==> src/rtl/wei_pkg.sv <==
package wei_pkg;

    typedef enum logic [1:0] {
        ST_IDLE  = 2'd0,
        ST_ARMED = 2'd1,
        ST_SPENT = 2'd2
    } inj_state_e;

    typedef enum logic [1:0] {
        SEL_MATCH_LO = 2'd0,
        SEL_MATCH_HI = 2'd1,
        SEL_ECC_MASK = 2'd2,
        SEL_CONTROL  = 2'd3
    } reg_sel_e;

    localparam int CTL_W       = 5;
    localparam int CTL_REPEAT  = 0;
    localparam int CTL_HALF_LO = 1;
    localparam int CTL_HALF_HI = 2;
    localparam int CTL_ECC     = 3;
    localparam int CTL_PAR     = 4;

    localparam int WILD_COL  = 0;
    localparam int WILD_PAGE = 1;
    localparam int WILD_BANK = 2;
    localparam int WILD_RANK = 3;
    localparam int WILD_DIMM = 4;
    localparam int WILD_N    = 5;

endpackage

==> src/rtl/wei_param_regs.sv <==
module wei_param_regs
    import wei_pkg::*;
#(
    parameter int REG_W      = 32,
    parameter int MATCH_USED = 43
) (
    input  logic                  clk,
    input  logic                  rst_n,
    input  logic                  reg_we,
    input  logic [1:0]            reg_sel,
    input  logic [REG_W-1:0]      reg_wdata,
    output logic                  ctl_wr,
    output logic [MATCH_USED-1:0] act_match,
    output logic [REG_W-1:0]      act_mask,
    output logic [CTL_W-1:0]      act_ctl
);
    localparam int HI_W = MATCH_USED - REG_W;

    logic [REG_W-1:0] stage_lo;
    logic [HI_W-1:0]  stage_hi;
    logic [REG_W-1:0] stage_mask;

    assign ctl_wr = reg_we && (reg_sel == SEL_CONTROL);

    always_ff @(posedge clk) begin
        if (!rst_n) begin
            stage_lo   <= '0;
            stage_hi   <= '0;
            stage_mask <= '0;
        end else if (reg_we) begin
            if (reg_sel == SEL_MATCH_LO) stage_lo   <= reg_wdata;
            if (reg_sel == SEL_MATCH_HI) stage_hi   <= reg_wdata[HI_W-1:0];
            if (reg_sel == SEL_ECC_MASK) stage_mask <= reg_wdata;
        end
    end

    always_ff @(posedge clk) begin
        if (!rst_n) begin
            act_match <= '0;
            act_mask  <= '0;
            act_ctl   <= '0;
        end else if (ctl_wr) begin
            act_match <= {stage_hi, stage_lo};
            act_mask  <= stage_mask;
            act_ctl   <= reg_wdata[CTL_W-1:0];
        end
    end

    // active parameters move only on a control write
    assert_latch_hold_R11: assert property (@(posedge clk) disable iff (!rst_n)
        !ctl_wr |=> ($stable(act_match) && $stable(act_mask) && $stable(act_ctl)));

endmodule

==> src/rtl/wei_addr_cmp.sv <==
module wei_addr_cmp
    import wei_pkg::*;
#(
    parameter int COL_W      = 14,
    parameter int PAGE_W     = 16,
    parameter int BANK_W     = 4,
    parameter int MATCH_USED = 43
) (
    input  logic [MATCH_USED-1:0] match_vec,
    input  logic [1:0]            half_sel,
    input  logic [1:0]            req_dimm,
    input  logic [1:0]            req_rank,
    input  logic [BANK_W-1:0]     req_bank,
    input  logic [PAGE_W-1:0]     req_page,
    input  logic [COL_W-1:0]      req_col,
    input  logic                  req_upper_half,
    output logic                  addr_hit
);
    localparam int PAGE_LSB = COL_W;
    localparam int BANK_LSB = PAGE_LSB + PAGE_W;
    localparam int DR_LSB   = BANK_LSB + BANK_W;
    localparam int WILD_LSB = DR_LSB + 3;
    localparam int POP_BIT  = WILD_LSB + WILD_N;

    logic [WILD_N-1:0] wild;
    logic three_pop;
    logic col_ok, page_ok, bank_ok, dimm_ok, rank_ok, half_ok;

    assign wild      = match_vec[WILD_LSB +: WILD_N];
    assign three_pop = match_vec[POP_BIT];

    assign col_ok  = wild[WILD_COL]  || (match_vec[PAGE_LSB-1:0] == req_col);
    assign page_ok = wild[WILD_PAGE] || (match_vec[BANK_LSB-1:PAGE_LSB] == req_page);
    assign bank_ok = wild[WILD_BANK] || (match_vec[DR_LSB-1:BANK_LSB] == req_bank);

    always_comb begin
        if (three_pop) begin
            dimm_ok = wild[WILD_DIMM] || (match_vec[DR_LSB+2:DR_LSB+1] == req_dimm);
            rank_ok = wild[WILD_RANK] || (match_vec[DR_LSB] == req_rank[0]);
        end else begin
            dimm_ok = wild[WILD_DIMM] || (match_vec[DR_LSB+2] == req_dimm[0]);
            rank_ok = wild[WILD_RANK] || (match_vec[DR_LSB+1:DR_LSB] == req_rank);
        end
    end

    always_comb begin
        unique case (half_sel)
            2'b01:   half_ok = !req_upper_half;
            2'b10:   half_ok = req_upper_half;
            default: half_ok = 1'b1;
        endcase
    end

    assign addr_hit = col_ok && page_ok && bank_ok && dimm_ok && rank_ok && half_ok;

    // a lower-half-only selection never accepts an upper-half request
    always_comb begin
        assert_half_lower_R7: assert (!(half_sel == 2'b01 && req_upper_half && addr_hit));
    end

endmodule

==> src/rtl/wei_arm_fsm.sv <==
module wei_arm_fsm
    import wei_pkg::*;
(
    input  logic             clk,
    input  logic             rst_n,
    input  logic             ctl_wr,
    input  logic [CTL_W-1:0] ctl_data,
    input  logic             act_repeat,
    input  logic             fire,
    output logic             armed
);
    inj_state_e state, state_nx;
    logic arm_req;

    assign arm_req = ctl_data[CTL_ECC] || ctl_data[CTL_PAR];

    always_comb begin
        state_nx = state;
        unique case (state)
            ST_IDLE: begin
                if (ctl_wr && arm_req) state_nx = ST_ARMED;
            end
            ST_ARMED: begin
                if (ctl_wr)                   state_nx = arm_req ? ST_ARMED : ST_IDLE;
                else if (fire && !act_repeat) state_nx = ST_SPENT;
            end
            ST_SPENT: begin
                if (ctl_wr) state_nx = arm_req ? ST_ARMED : ST_IDLE;
            end
            default: state_nx = ST_IDLE;
        endcase
    end

    always_ff @(posedge clk) begin
        if (!rst_n) state <= ST_IDLE;
        else        state <= state_nx;
    end

    always_comb begin
        armed = (state == ST_ARMED);
    end

    // arming and disarming take effect one cycle after the control write
    assert_arm_R2: assert property (@(posedge clk) disable iff (!rst_n)
        (ctl_wr && arm_req) |=> armed);
    assert_disarm_R2: assert property (@(posedge clk) disable iff (!rst_n)
        (ctl_wr && !arm_req) |=> !armed);
    // a one-shot injection disarms after firing
    assert_oneshot_drop_R8: assert property (@(posedge clk) disable iff (!rst_n)
        (fire && !ctl_wr && !act_repeat) |=> !armed);
    // repeat mode stays armed until a control write
    assert_repeat_hold_R9: assert property (@(posedge clk) disable iff (!rst_n)
        (armed && act_repeat && !ctl_wr) |=> armed);

endmodule

==> src/rtl/wr_err_inject.sv <==
module wr_err_inject
    import wei_pkg::*;
#(
    parameter int REG_W  = 32,
    parameter int COL_W  = 14,
    parameter int PAGE_W = 16,
    parameter int BANK_W = 4
) (
    input  logic              clk,
    input  logic              rst_n,
    input  logic              reg_we,
    input  logic [1:0]        reg_sel,
    input  logic [REG_W-1:0]  reg_wdata,
    input  logic              req_valid,
    input  logic              req_write,
    input  logic [1:0]        req_dimm,
    input  logic [1:0]        req_rank,
    input  logic [BANK_W-1:0] req_bank,
    input  logic [PAGE_W-1:0] req_page,
    input  logic [COL_W-1:0]  req_col,
    input  logic              req_upper_half,
    input  logic [REG_W-1:0]  req_chk,
    output logic [REG_W-1:0]  out_chk,
    output logic              par_corrupt,
    output logic              armed
);
    localparam int MATCH_USED = COL_W + PAGE_W + BANK_W + 3 + WILD_N + 1;

    logic                  ctl_wr;
    logic [MATCH_USED-1:0] act_match;
    logic [REG_W-1:0]      act_mask;
    logic [CTL_W-1:0]      act_ctl;
    logic                  addr_hit;
    logic                  fire;

    wei_param_regs #(.REG_W(REG_W), .MATCH_USED(MATCH_USED)) u_regs (
        .clk(clk), .rst_n(rst_n), .reg_we(reg_we), .reg_sel(reg_sel),
        .reg_wdata(reg_wdata), .ctl_wr(ctl_wr), .act_match(act_match),
        .act_mask(act_mask), .act_ctl(act_ctl)
    );

    wei_addr_cmp #(.COL_W(COL_W), .PAGE_W(PAGE_W), .BANK_W(BANK_W),
                   .MATCH_USED(MATCH_USED)) u_cmp (
        .match_vec(act_match), .half_sel(act_ctl[CTL_HALF_HI:CTL_HALF_LO]),
        .req_dimm(req_dimm), .req_rank(req_rank), .req_bank(req_bank),
        .req_page(req_page), .req_col(req_col),
        .req_upper_half(req_upper_half), .addr_hit(addr_hit)
    );

    wei_arm_fsm u_fsm (
        .clk(clk), .rst_n(rst_n), .ctl_wr(ctl_wr),
        .ctl_data(reg_wdata[CTL_W-1:0]), .act_repeat(act_ctl[CTL_REPEAT]),
        .fire(fire), .armed(armed)
    );

    assign fire = armed && req_valid && req_write && addr_hit;

    always_comb begin
        out_chk     = req_chk;
        par_corrupt = 1'b0;
        if (fire) begin
            if (act_ctl[CTL_ECC]) out_chk = req_chk ^ act_mask;
            par_corrupt = act_ctl[CTL_PAR];
        end
    end

    // reads pass untouched
    assert_read_clean_R3: assert property (@(posedge clk) disable iff (!rst_n)
        (req_valid && !req_write) |-> (out_chk == req_chk && !par_corrupt));
    // nothing is corrupted while not armed
    assert_idle_clean_R1: assert property (@(posedge clk) disable iff (!rst_n)
        !armed |-> (out_chk == req_chk && !par_corrupt));

endmodule

==> config.mk <==
export PLATFORM = sky130hd
export DESIGN_NAME = wr_err_inject
export DESIGN_NICKNAME = d
export VERILOG_FILES = /design/src/rtl/wei_pkg.sv /design/src/rtl/wei_param_regs.sv /design/src/rtl/wei_addr_cmp.sv /design/src/rtl/wei_arm_fsm.sv /design/src/rtl/wr_err_inject.sv
export SDC_FILE = /design/constraint.sdc
export NUM_CORES = 1
export LEC_CHECK = 0
export BUFFER_PORTS_ARGS = -buffer_cell sky130_fd_sc_hd__buf_4
export CORE_ASPECT_RATIO = 0.9
export CORE_MARGIN = 5
export CORE_UTILIZATION = 40
export CTS_CLUSTER_SIZE = 40
export DETAILED_ROUTE_END_ITERATION = 12
export PLACE_DENSITY_LB_ADDON = 0.05
export SLEW_MARGIN = 20
export SYNTH_ARGS = -nofsm -noshare
export SYNTH_HDL_FRONTEND = slang
export SYNTH_HIERARCHICAL = 1
export SYNTH_SLANG_ARGS = --single-unit
==> constraint.sdc <==
create_clock -name clk -period 2.6 [get_ports clk]
set_input_delay 0.65 -clock clk [delete_from_list [all_inputs] [get_ports clk]]
set_output_delay 0.65 -clock clk [all_outputs]
set_load 0.1 [all_outputs]
Yosys cells after proc, flatten, opt, wreduce, memory -nomap -nowiden
Index checks and enable logic that the tools add are counted.
{"block": "op_classes", "n_addsub": 0, "mul": 0, "div": 0, "order_cmp": 0, "eq_ne": 17, "shift": 0, "n_mux": 12, "n_bitwise": 1, "reduce_logical": 27}
{"operator": "$mux W32", "count": 2}
{"operator": "$xor A32 B32 Y32", "count": 1}
{"operator": "$eq A16 B16 Y1", "count": 1}
{"operator": "$eq A14 B14 Y1", "count": 1}
{"operator": "$logic_and A1 B1 Y1", "count": 11}
{"operator": "$eq A2 B2 Y1 const B", "count": 4}
{"operator": "$logic_or A1 B1 Y1", "count": 8}
{"operator": "$mux W2", "count": 4}
{"operator": "$eq A2 B1 Y1 const B", "count": 3}
{"operator": "$pmux W2 S3", "count": 1}
{"operator": "$reduce_and A2 Y1", "count": 3}
{"operator": "$eq A2 B2 Y1", "count": 2}
{"operator": "$eq A4 B4 Y1", "count": 1}
{"operator": "$logic_not A2 Y1", "count": 2}
{"operator": "$mux W1", "count": 4}
{"operator": "$ne A2 B1 Y1 const B", "count": 2}
{"operator": "$ne A3 B1 Y1 const B", "count": 1}
{"operator": "$reduce_and A3 Y1", "count": 1}
{"operator": "$eq A1 B1 Y1", "count": 2}
{"operator": "$logic_not A1 Y1", "count": 2}
{"operator": "$pmux W1 S2", "count": 1}
{"block": "totals", "ff_bits": 157, "latch_bits": 0, "ram_bits": 0, "mem_bits_ro": 0, "inputBits": 110, "output_inout_bits": 34, "word_cells": 64, "mem_count": 0}

Longest topological paths before layout
Gate-level depths: netlist of the first run.
{"block": "logic_depth", "ltp_word": 12, "ltp_mapped": 10, "depth_no_buf": 8}

Hierarchy
The synthesis of the first run kept the hierarchy.
{"module": "wei_param_regs", "instances": 1, "cells_per_inst": 540, "area_per_inst_um2": 5689.2, "seq_area_each_um2": 3103.0}
{"module": "wr_err_inject", "instances": 1, "cells_per_inst": 73, "area_per_inst_um2": 538.0, "seq_area_each_um2": 0.0}
{"module": "wei_addr_cmp", "instances": 1, "cells_per_inst": 63, "area_per_inst_um2": 499.2, "seq_area_each_um2": 0.0}
{"module": "wei_arm_fsm", "instances": 1, "cells_per_inst": 11, "area_per_inst_um2": 110.1, "seq_area_each_um2": 40.0}

Worst setup path before layout of the first run
No wires, ideal clock.
{"block": "synth_path", "path_kind": "register to output", "startpoint": "register u_fsm.state[0]", "endpoint": "output port out_chk[13]", "t_arrival_ns": 4.031, "t_required_ns": 1.950, "path_slack_ns": -2.081, "path_stages_with_launch": 7, "path_buffers": 2, "cell_sequence": "dfxtp_1 -> nor2b_1 -> and4_1 -> buf_6 -> buf_6 -> nand3_1 -> xnor2_1"}
{"block": "synth_via", "elab_chain_cells": 5}
{"element": "from (decl)", "line": "wei_arm_fsm.sv:12", "text": "inj_state_e state, state_nx;"}
{"element": "from (signal assigned)", "line": "wei_arm_fsm.sv:36", "text": "else state <= state_nx;"}
{"element": "$eq A2 B1 Y1", "line": "wei_arm_fsm.sv:40", "text": "armed = (state == ST_ARMED);"}
{"element": "net armed", "line": "wr_err_inject.sv:25", "text": "output logic armed"}
{"element": "$logic_and A1 B1 Y1 (3 in series)", "line": "wr_err_inject.sv:56", "text": "assign fire = armed && req_valid && req_write && addr_hit;"}
{"element": "$mux W32", "line": "wr_err_inject.sv:61", "text": "if (fire) begin"}
{"element": "to (decl)", "line": "wr_err_inject.sv:23", "text": "output logic [REG_W-1:0] out_chk,"}
The timed path passes the listed nets, and every way through them passes these cells.

Worst setup path after layout of the first run
{"block": "layout_path", "startpoint": "register u_regs.act_match[14]", "endpoint": "output port out_chk[14]"}
{"block": "layout_via", "elab_chain_cells": 9}
{"element": "from (decl)", "line": "wei_param_regs.sv:13", "text": "output logic [MATCH_USED-1:0] act_match,"}
{"element": "from (signal assigned)", "line": "wei_param_regs.sv:43", "text": "act_match <= {stage_hi, stage_lo};"}
{"element": "$eq A16 B16 Y1", "line": "wei_addr_cmp.sv:33", "text": "assign page_ok = wild[WILD_PAGE] || (match_vec[BANK_LSB-1:PAGE_LSB] == req_page);"}
{"element": "$logic_or A1 B1 Y1", "line": "wei_addr_cmp.sv:33"}
{"element": "$logic_and A1 B1 Y1 (5 in series)", "line": "wei_addr_cmp.sv:54", "text": "assign addr_hit = col_ok && page_ok && bank_ok && dimm_ok && rank_ok && half_ok;"}
{"element": "net addr_hit", "line": "wr_err_inject.sv:33", "text": "logic addr_hit;"}
{"element": "$logic_and A1 B1 Y1", "line": "wr_err_inject.sv:56"}
{"element": "$mux W32", "line": "wr_err_inject.sv:61"}
The timed path passes the listed nets, and every way through them passes these cells.

==> results.toml, run 1 <==
[global_route]
pin_count_of_the_biggest_net_entering_global_routing = 76
vias_in_the_first_global_route = 5162
grt_antenna_before_repair = 0
grtUsageTotal_pct = 16.9
globalRouteOverflowTotal = 0
grt_pass1_wl_mm = 26.8

[clocking]
clk_pin_slew_ps = 70
clock_insertion_delay_worst_skew_ps = 420
cts_inserted_buffers = 17
clock_tree_from_tritoncts = "built"
cts-htree-levels = 4
clock-root-buffer = "sky130_fd_sc_hd__clkbuf_16"
cts.path.max_buffers = 2
cts.sinks = 157

[placement]
placed_cells_incl_taps = 1011
detailedPlace.worstSlack_ps = -1230
io_buffers = 143
gp_congestion = 0.781
hpwlAfterDp_mm = 11.4

[run]
cap_violations = 0

[worst_setup_path]
worstReg2RegEnd = "u_fsm/state[0]"
r2r-start = "u_regs/act_match[14]"
crit_path_max_fanout = 5
worst_r2r_path_depth = 10
crit_path_end_kind = "output pin"
reg2reg_setup_slack_ps = 210
critPathLaunchType = "flop"
worstSetupPathType = "flop to output pin"
critical_path_required_ps = 1950
cp_data_arrival_time_ps = 2800

[sta]
fmax_mhz = 290
post-route-period-util_pct = 133
period_minus_slack_ps = 3450
worst_slew_pin_slew_ps = 823
tns_ps = -25830
clock_skew_ps = 9.12
max-slew-margin-rel_pct = 45.0
final_hold_viol_count = 0
setup_violations = 33
finalHoldWorstSlack_ps = 462
grt_setup_unrepaired = "yes"
setup_ws_ps = -854
drv_slew = 0

[layout]
area_delta_synth_final_pct = 48.6
multi_input_comb_area_mm2 = 0.00427
finish.net_count = 937
ratio_of_cells_with_drive_above_1_in_the_final_layout_pct = 34.1
antenna_cells_inserted = 0
instances_no_fill = 1049
n_fill_cell = 1406
seq_area_mm2 = 0.00316

[yosys]
post-synth-top-area-cell = "sky130_fd_sc_hd__dfxtp_1"
synthDistinctLibCells = 34
syn-mean-instance-area_um2 = 9.95
synthDominantCellAreaShare_pct = 46.0
ys_seq_area_share_pct = 46.0
syn-cell-area_mm2 = 0.00684
synthesized_instance_count = 687
synth_nets = 799
ys_seq_elements = 157
yosysWarnings = 6
cell_types_occupying_the_most_area_after_synthesis = "sky130_fd_sc_hd__dfxtp_1, sky130_fd_sc_hd__mux2i_1, sky130_fd_sc_hd__nand2_1"

[routing]
first_pass_iters = 4
via_per_inst = 4.86
avgRoutedWirePerCell_um = 15.5
drt.antenna.violating_nets = 0
detailedRoute.firstIterationViolations = 219
drc = 0
via_count = 5095
postRouteWirelength_mm = 16.2

[status]
violations = "setup timing"
result_of_the_run = "finished with violations"

[worst_hold_path]
timing.hold.worst_path_depth = 2
worstHoldPathType = "flop to flop"
whs_endpoint = "u_regs/act_match[41]"
worstHoldStart = "u_regs/act_match[41]"

[power_and_ir_drop]
ir_worst_vdd_mv = 0.419
p_leak_nw = 4.48
power.density_cell_area_mw_per_mm2 = 587

[floorplanning]
die-width_um = 148
initial_core_util_pct = 40.6
rows = 45
die_height_um = 134
floorplan.io_pins = 144
die-area_mm2 = 0.0198
fp.coreArea_mm2 = 0.0168
==> worst max-delay path, cell delays in order (launching register included) <==
cell	delay, ps
sky130_fd_sc_hd__dfxtp_2	340
sky130_fd_sc_hd__xnor2_2	160
sky130_fd_sc_hd__nand4_1	160
sky130_fd_sc_hd__nor4_4	330
sky130_fd_sc_hd__nor2_1	100
sky130_fd_sc_hd__nor4_2	160
sky130_fd_sc_hd__and4_4	300
sky130_fd_sc_hd__buf_12	110
sky130_fd_sc_hd__buf_16	110
sky130_fd_sc_hd__buf_12	120
sky130_fd_sc_hd__nand3_4	100
sky130_fd_sc_hd__xnor2_4	200
sky130_fd_sc_hd__buf_12	190
==> repair_timing <==
| item | 4_1_cts | 5_1_grt |
|---|---|---|
| pin swaps | 22 | 3 |
| buffers inserted | 5 | 0 |
| setup endpoints to repair | 34 | 33 |
| cloned | 3 | 0 |
| hold endpoints to repair | 0 | 0 |
| resized for setup | 130 | 3 |
| hold buffers | 0 | 0 |
==> synthesized netlist by cell type <==
cell                          n
sky130_fd_sc_hd__a21oi_1      3
sky130_fd_sc_hd__a31oi_1      1
sky130_fd_sc_hd__a41o_1       1
sky130_fd_sc_hd__and2_1       1
sky130_fd_sc_hd__and4_1       1
sky130_fd_sc_hd__buf_2       19
sky130_fd_sc_hd__buf_4        7
sky130_fd_sc_hd__buf_6       16
sky130_fd_sc_hd__buf_8        2
sky130_fd_sc_hd__clkbuf_1     1
sky130_fd_sc_hd__dfxtp_1    157
sky130_fd_sc_hd__ha_1         2
sky130_fd_sc_hd__inv_1        2
sky130_fd_sc_hd__inv_4        1
sky130_fd_sc_hd__mux2_2       1
sky130_fd_sc_hd__mux2i_1    156
sky130_fd_sc_hd__nand2_1    188
sky130_fd_sc_hd__nand2b_1     2
sky130_fd_sc_hd__nand3_1     30
sky130_fd_sc_hd__nand3_2      3
sky130_fd_sc_hd__nand3b_1     2
sky130_fd_sc_hd__nand4_1      5
sky130_fd_sc_hd__nand4bb_1    1
sky130_fd_sc_hd__nor2_1       4
sky130_fd_sc_hd__nor2b_1      2
sky130_fd_sc_hd__nor3_1       1
sky130_fd_sc_hd__nor3b_2      1
sky130_fd_sc_hd__nor4_1       3
sky130_fd_sc_hd__nor4_2       1
sky130_fd_sc_hd__o2111a_1     1
sky130_fd_sc_hd__o221ai_1     1
sky130_fd_sc_hd__or3b_1       2
sky130_fd_sc_hd__xnor2_1     57
sky130_fd_sc_hd__xor2_1      12
==> layout make-up <==
class	count	area share (%)
clock buffer	20	4.40
clock inverter	12	1.84
inverter	3	0.136
multi-input combinational	482	42.0
sequential	157	31.1
tap	211	2.60
timing repair buffer	164	17.9
==> metrics by stage <==
stage | utilization [%] | power [mW] | cell area, um^2
floorplan | - | 3.03 | 7680
global placement | 52.7 | 3.28 | 8870
detailed placement | 52.7 | 3.29 | 8870
CTS | 60.4 | 6.03 | 10200
global route | 60.3 | 6.18 | 10200
finish | 60.3 | 5.97 | 10200
==> power breakdown <==
| group | leakage [nW] | internal, mW | switching, mW | total [mW] |
|---|---|---|---|---|
| clock network | 0.297 | 1.64 | 0.994 | 2.64 |
| logic | 2.91 | 0.378 | 0.472 | 0.851 |
| registers | 1.28 | 2.46 | 0.0188 | 2.48 |
| total | 4.48 | 4.48 | 1.49 | 5.97 |
==> flip-flops by register name, summed over array words and instances (netlist names) <==
name / count
u_regs/act_match: 43
u_regs/act_mask: 32
u_regs/stage_lo: 32
u_regs/stage_mask: 32
u_regs/stage_hi: 11
u_regs/act_ctl: 5
u_fsm/state: 2
==> per-layer routing <==
layer	vias up	GRT usage, %	routed length (um)
met3	8	3.99	809
met4	0	4.66	121
met2	125	27.1	7560
met1	2381	23.0	7720
li1	2581	-	-
met5	-	0	0
==> cell usage in the layout (no fill, tap or decap), drive strengths merged, types with 2 or more instances in the layout <==
cell type and n:
xnor2 57, inv 5, nor4 4, nand3 33
ha 2, nand4 5, nor2 4, clkinvlp 3
or3b 2, buf 164, mux2i 156, xor2 12
clkbuf 20, nand3b 2, dfxtp 157, clkinv 3
bufinv 4, nand2b 2, nor2b 2, nand2 188
a21oi 3
==> worst max path at each step <==
stage	from	end	slack, ps	cells past startpoint
after global placement	req_page[14]	out_chk[8]	-1170	13
after detailed placement	req_page[8]	out_chk[8]	-1230	13
final	u_regs/act_match[14]	out_chk[14]	-850	12
after global routing	u_regs/act_match[14]	out_chk[14]	-1040	12
after CTS	u_regs/act_match[17]	out_chk[13]	-910	12
after floorplan	req_col[1]	out_chk[13]	-660	9
==> cells by family (layout without fill, tap and decap cells) <==
logic type,Yosys count,in the layout,synth area share [%]
AO/OA/AOI/OAI,7,7,0.750
XOR/XNOR,69,69,8.84
adder cells (fa/ha/maj),2,2,0.366
buffers and inverters,48,199,5.49
flip-flops,157,157,46.0
multiplexers,157,157,23.0
AND/OR/NAND/NOR,247,247,15.6
No activity file was read; power rests on OpenSTA's default activity.
==> run 2: changes to the inputs <==
--- a/config.mk
+++ b/config.mk
@@ -9,6 +9,7 @@
 export CORE_ASPECT_RATIO = 0.9
 export CORE_MARGIN = 5
 export CORE_UTILIZATION = 40
+export CTS_BUF_LIST = sky130_fd_sc_hd__clkbuf_4 sky130_fd_sc_hd__clkbuf_8
 export CTS_CLUSTER_SIZE = 40
 export DETAILED_ROUTE_END_ITERATION = 12
 export PLACE_DENSITY_LB_ADDON = 0.05
==> results.toml, run 2 (synthesized netlist as in run 1, its figures left out) <==
[clocking]
cts.sinks = 157
cts.hold.buffers_added = 0
clock-root-buffer = "sky130_fd_sc_hd__clkbuf_8"
clock_insertion_delay_worst_skew_ps = 450
clk_pin_slew_ps = 90
cts-htree-levels = 4
cts.path.max_buffers = 2
clock_tree_from_tritoncts = "built"
cts_inserted_buffers = 17

[power_and_ir_drop]
power.density_cell_area_mw_per_mm2 = 537
ir_worst_vdd_mv = 0.275
p_leak_nw = 4.38

[floorplanning]
rows = 45
floorplan.io_pins = 144
initial_core_util_pct = 40.6
fp.coreArea_mm2 = 0.0168
die_height_um = 134
die-area_mm2 = 0.0198
die-width_um = 148

[sta]
clock_skew_ps = 8.67
final_hold_viol_count = 0
drv_slew = 0
tns_ps = -27010
post-route-period-util_pct = 134
fmax_mhz = 287
grt_setup_unrepaired = "yes"
worst_slew_pin_slew_ps = 830
setup_violations = 33
max-slew-margin-rel_pct = 44.5
setup_ws_ps = -887
period_minus_slack_ps = 3490

[routing]
via_per_inst = 4.86
detailedRoute.firstIterationViolations = 210
first_pass_iters = 4
drt.antenna.violating_nets = 0
avgRoutedWirePerCell_um = 15.4
drc = 0
via_count = 5094
postRouteWirelength_mm = 16.2

[layout]
highest_count_cells_in_the_layout_ignoring_fill_and_taps = "sky130_fd_sc_hd__nand2_1, sky130_fd_sc_hd__mux2i_1, sky130_fd_sc_hd__dfxtp_1"
final_core_utilization_pct = 59.1
most_common_library_cell_in_the_layout_ignoring_fill_and_taps = "sky130_fd_sc_hd__nand2_1"
area_delta_synth_final_pct = 45.4
largest-register = "u_regs/act_match"
antenna_cells_inserted = 0
instances_no_fill = 1049
largest_register_ffs = 43
ratio_of_cells_with_drive_above_1_in_the_final_layout_pct = 34.0
n_fill_cell = 1429
finish.net_count = 937

[worst_setup_path]
critical_path_required_ps = 1950
cp_data_arrival_time_ps = 2840
worstSetupPathType = "flop to output pin"
critPathLaunchType = "flop"
crit_path_end_kind = "output pin"
crit_path_max_fanout = 5

[run]
cap_violations = 0

[global_route]
grt_pass1_wl_mm = 26.5
grtUsageMet3_pct = 4.26
grt_antenna_before_repair = 0
grtUsageTotal_pct = 16.8
grtUsageMet1_pct = 22.7
pin_count_of_the_biggest_net_entering_global_routing = 76
globalRouteOverflowTotal = 0
grt-busiest-layer = "met2"
vias_in_the_first_global_route = 5167
met2_usage_pct = 26.5

[placement]
hpwlAfterDp_mm = 11.4
detailedPlace.worstSlack_ps = -1230
io_buffers = 143
placed_cells_incl_taps = 1011
gp_congestion = 0.781

[status]
result_of_the_run = "finished with violations"
violations = "setup timing"

[worst_hold_path]
worstHoldPathType = "flop to flop"
## run 2: cell types whose count changed in the layout (fill, tap and decap cells not counted), moves of 2 or more
cell,delta
sky130_fd_sc_hd__buf_6,-3
sky130_fd_sc_hd__buf_4,+3
sky130_fd_sc_hd__clkbuf_16,-17
sky130_fd_sc_hd__clkbuf_4,+2
sky130_fd_sc_hd__xnor2_1,+3
sky130_fd_sc_hd__clkbuf_8,+17
sky130_fd_sc_hd__xnor2_2,-3
sky130_fd_sc_hd__clkbuf_1,-2
## run 2: worst paths after layout
check / from / to / cells after the start / slack, ps
worst max-delay path: u_regs/act_match[16] / out_chk[14] / 12 / -890
worst min-delay path: u_regs/act_match[41] / u_regs/act_match[41] / 2 / 460
worst max register to register: u_regs/act_match[16] / u_fsm/state[0] / 10 / 210
worst min register to register: u_regs/act_match[41] / u_regs/act_match[41] / 2 / 460
## run 2: power breakdown
part / switching [mW] / internal, mW / leakage [nW]
sequential: 0.0185 / 2.45 / 1.28
combinational: 0.472 / 0.375 / 2.89
clock: 0.913 / 1.10 / 0.217
## run 2: per-stage QoR
step / instance area (um^2) / power, mW / hold slack [ps]
2_1_floorplan: 7680 / 3.03 / 438
3_3_place_gp: 8870 / 3.28 / 449
3_5_place_dp: 8870 / 3.29 / 458
4_1_cts: 9920 / 5.40 / 436
5_1_grt: 9940 / 5.54 / 466
6_report: 9940 / 5.34 / 464
## run 2: final cells by class
class                      instances  area, um^2  share of cell area [%]
inverter                           3        13.8                   0.138
sequential                       157        3160                    31.7
timing repair buffer             164        1810                    18.2
tap                              211         264                    2.66
multi-input combinational        482        4250                    42.8
clock inverter                    12         186                    1.87
clock buffer                      20         263                    2.64
## run 2: worst max-delay path, stage by stage (launching register included)
cell	delay (ps)
sky130_fd_sc_hd__dfxtp_2	340
sky130_fd_sc_hd__xnor2_2	160
sky130_fd_sc_hd__nand4_1	160
sky130_fd_sc_hd__nor4_4	330
sky130_fd_sc_hd__nor2_1	90
sky130_fd_sc_hd__nor4_2	150
sky130_fd_sc_hd__and4_4	300
sky130_fd_sc_hd__buf_12	110
sky130_fd_sc_hd__buf_16	100
sky130_fd_sc_hd__buf_12	120
sky130_fd_sc_hd__nand3_4	90
sky130_fd_sc_hd__xnor2_4	200
sky130_fd_sc_hd__buf_12	190
## run 2: per-layer routing
layer | routed length (um) | part of all wire [%]
met1 | 7610 | 47
met2 | 7460 | 46
met3 | 906 | 5.6
met4 | 227 | 1.4
met5 | 0 | 0
## run 2: what timing repair did
action,4_1_cts,5_1_grt
pin swaps,23,5
buffers inserted,5,0
cloned,3,0
gates resized for setup,118,9
setup endpoints to repair,34,33
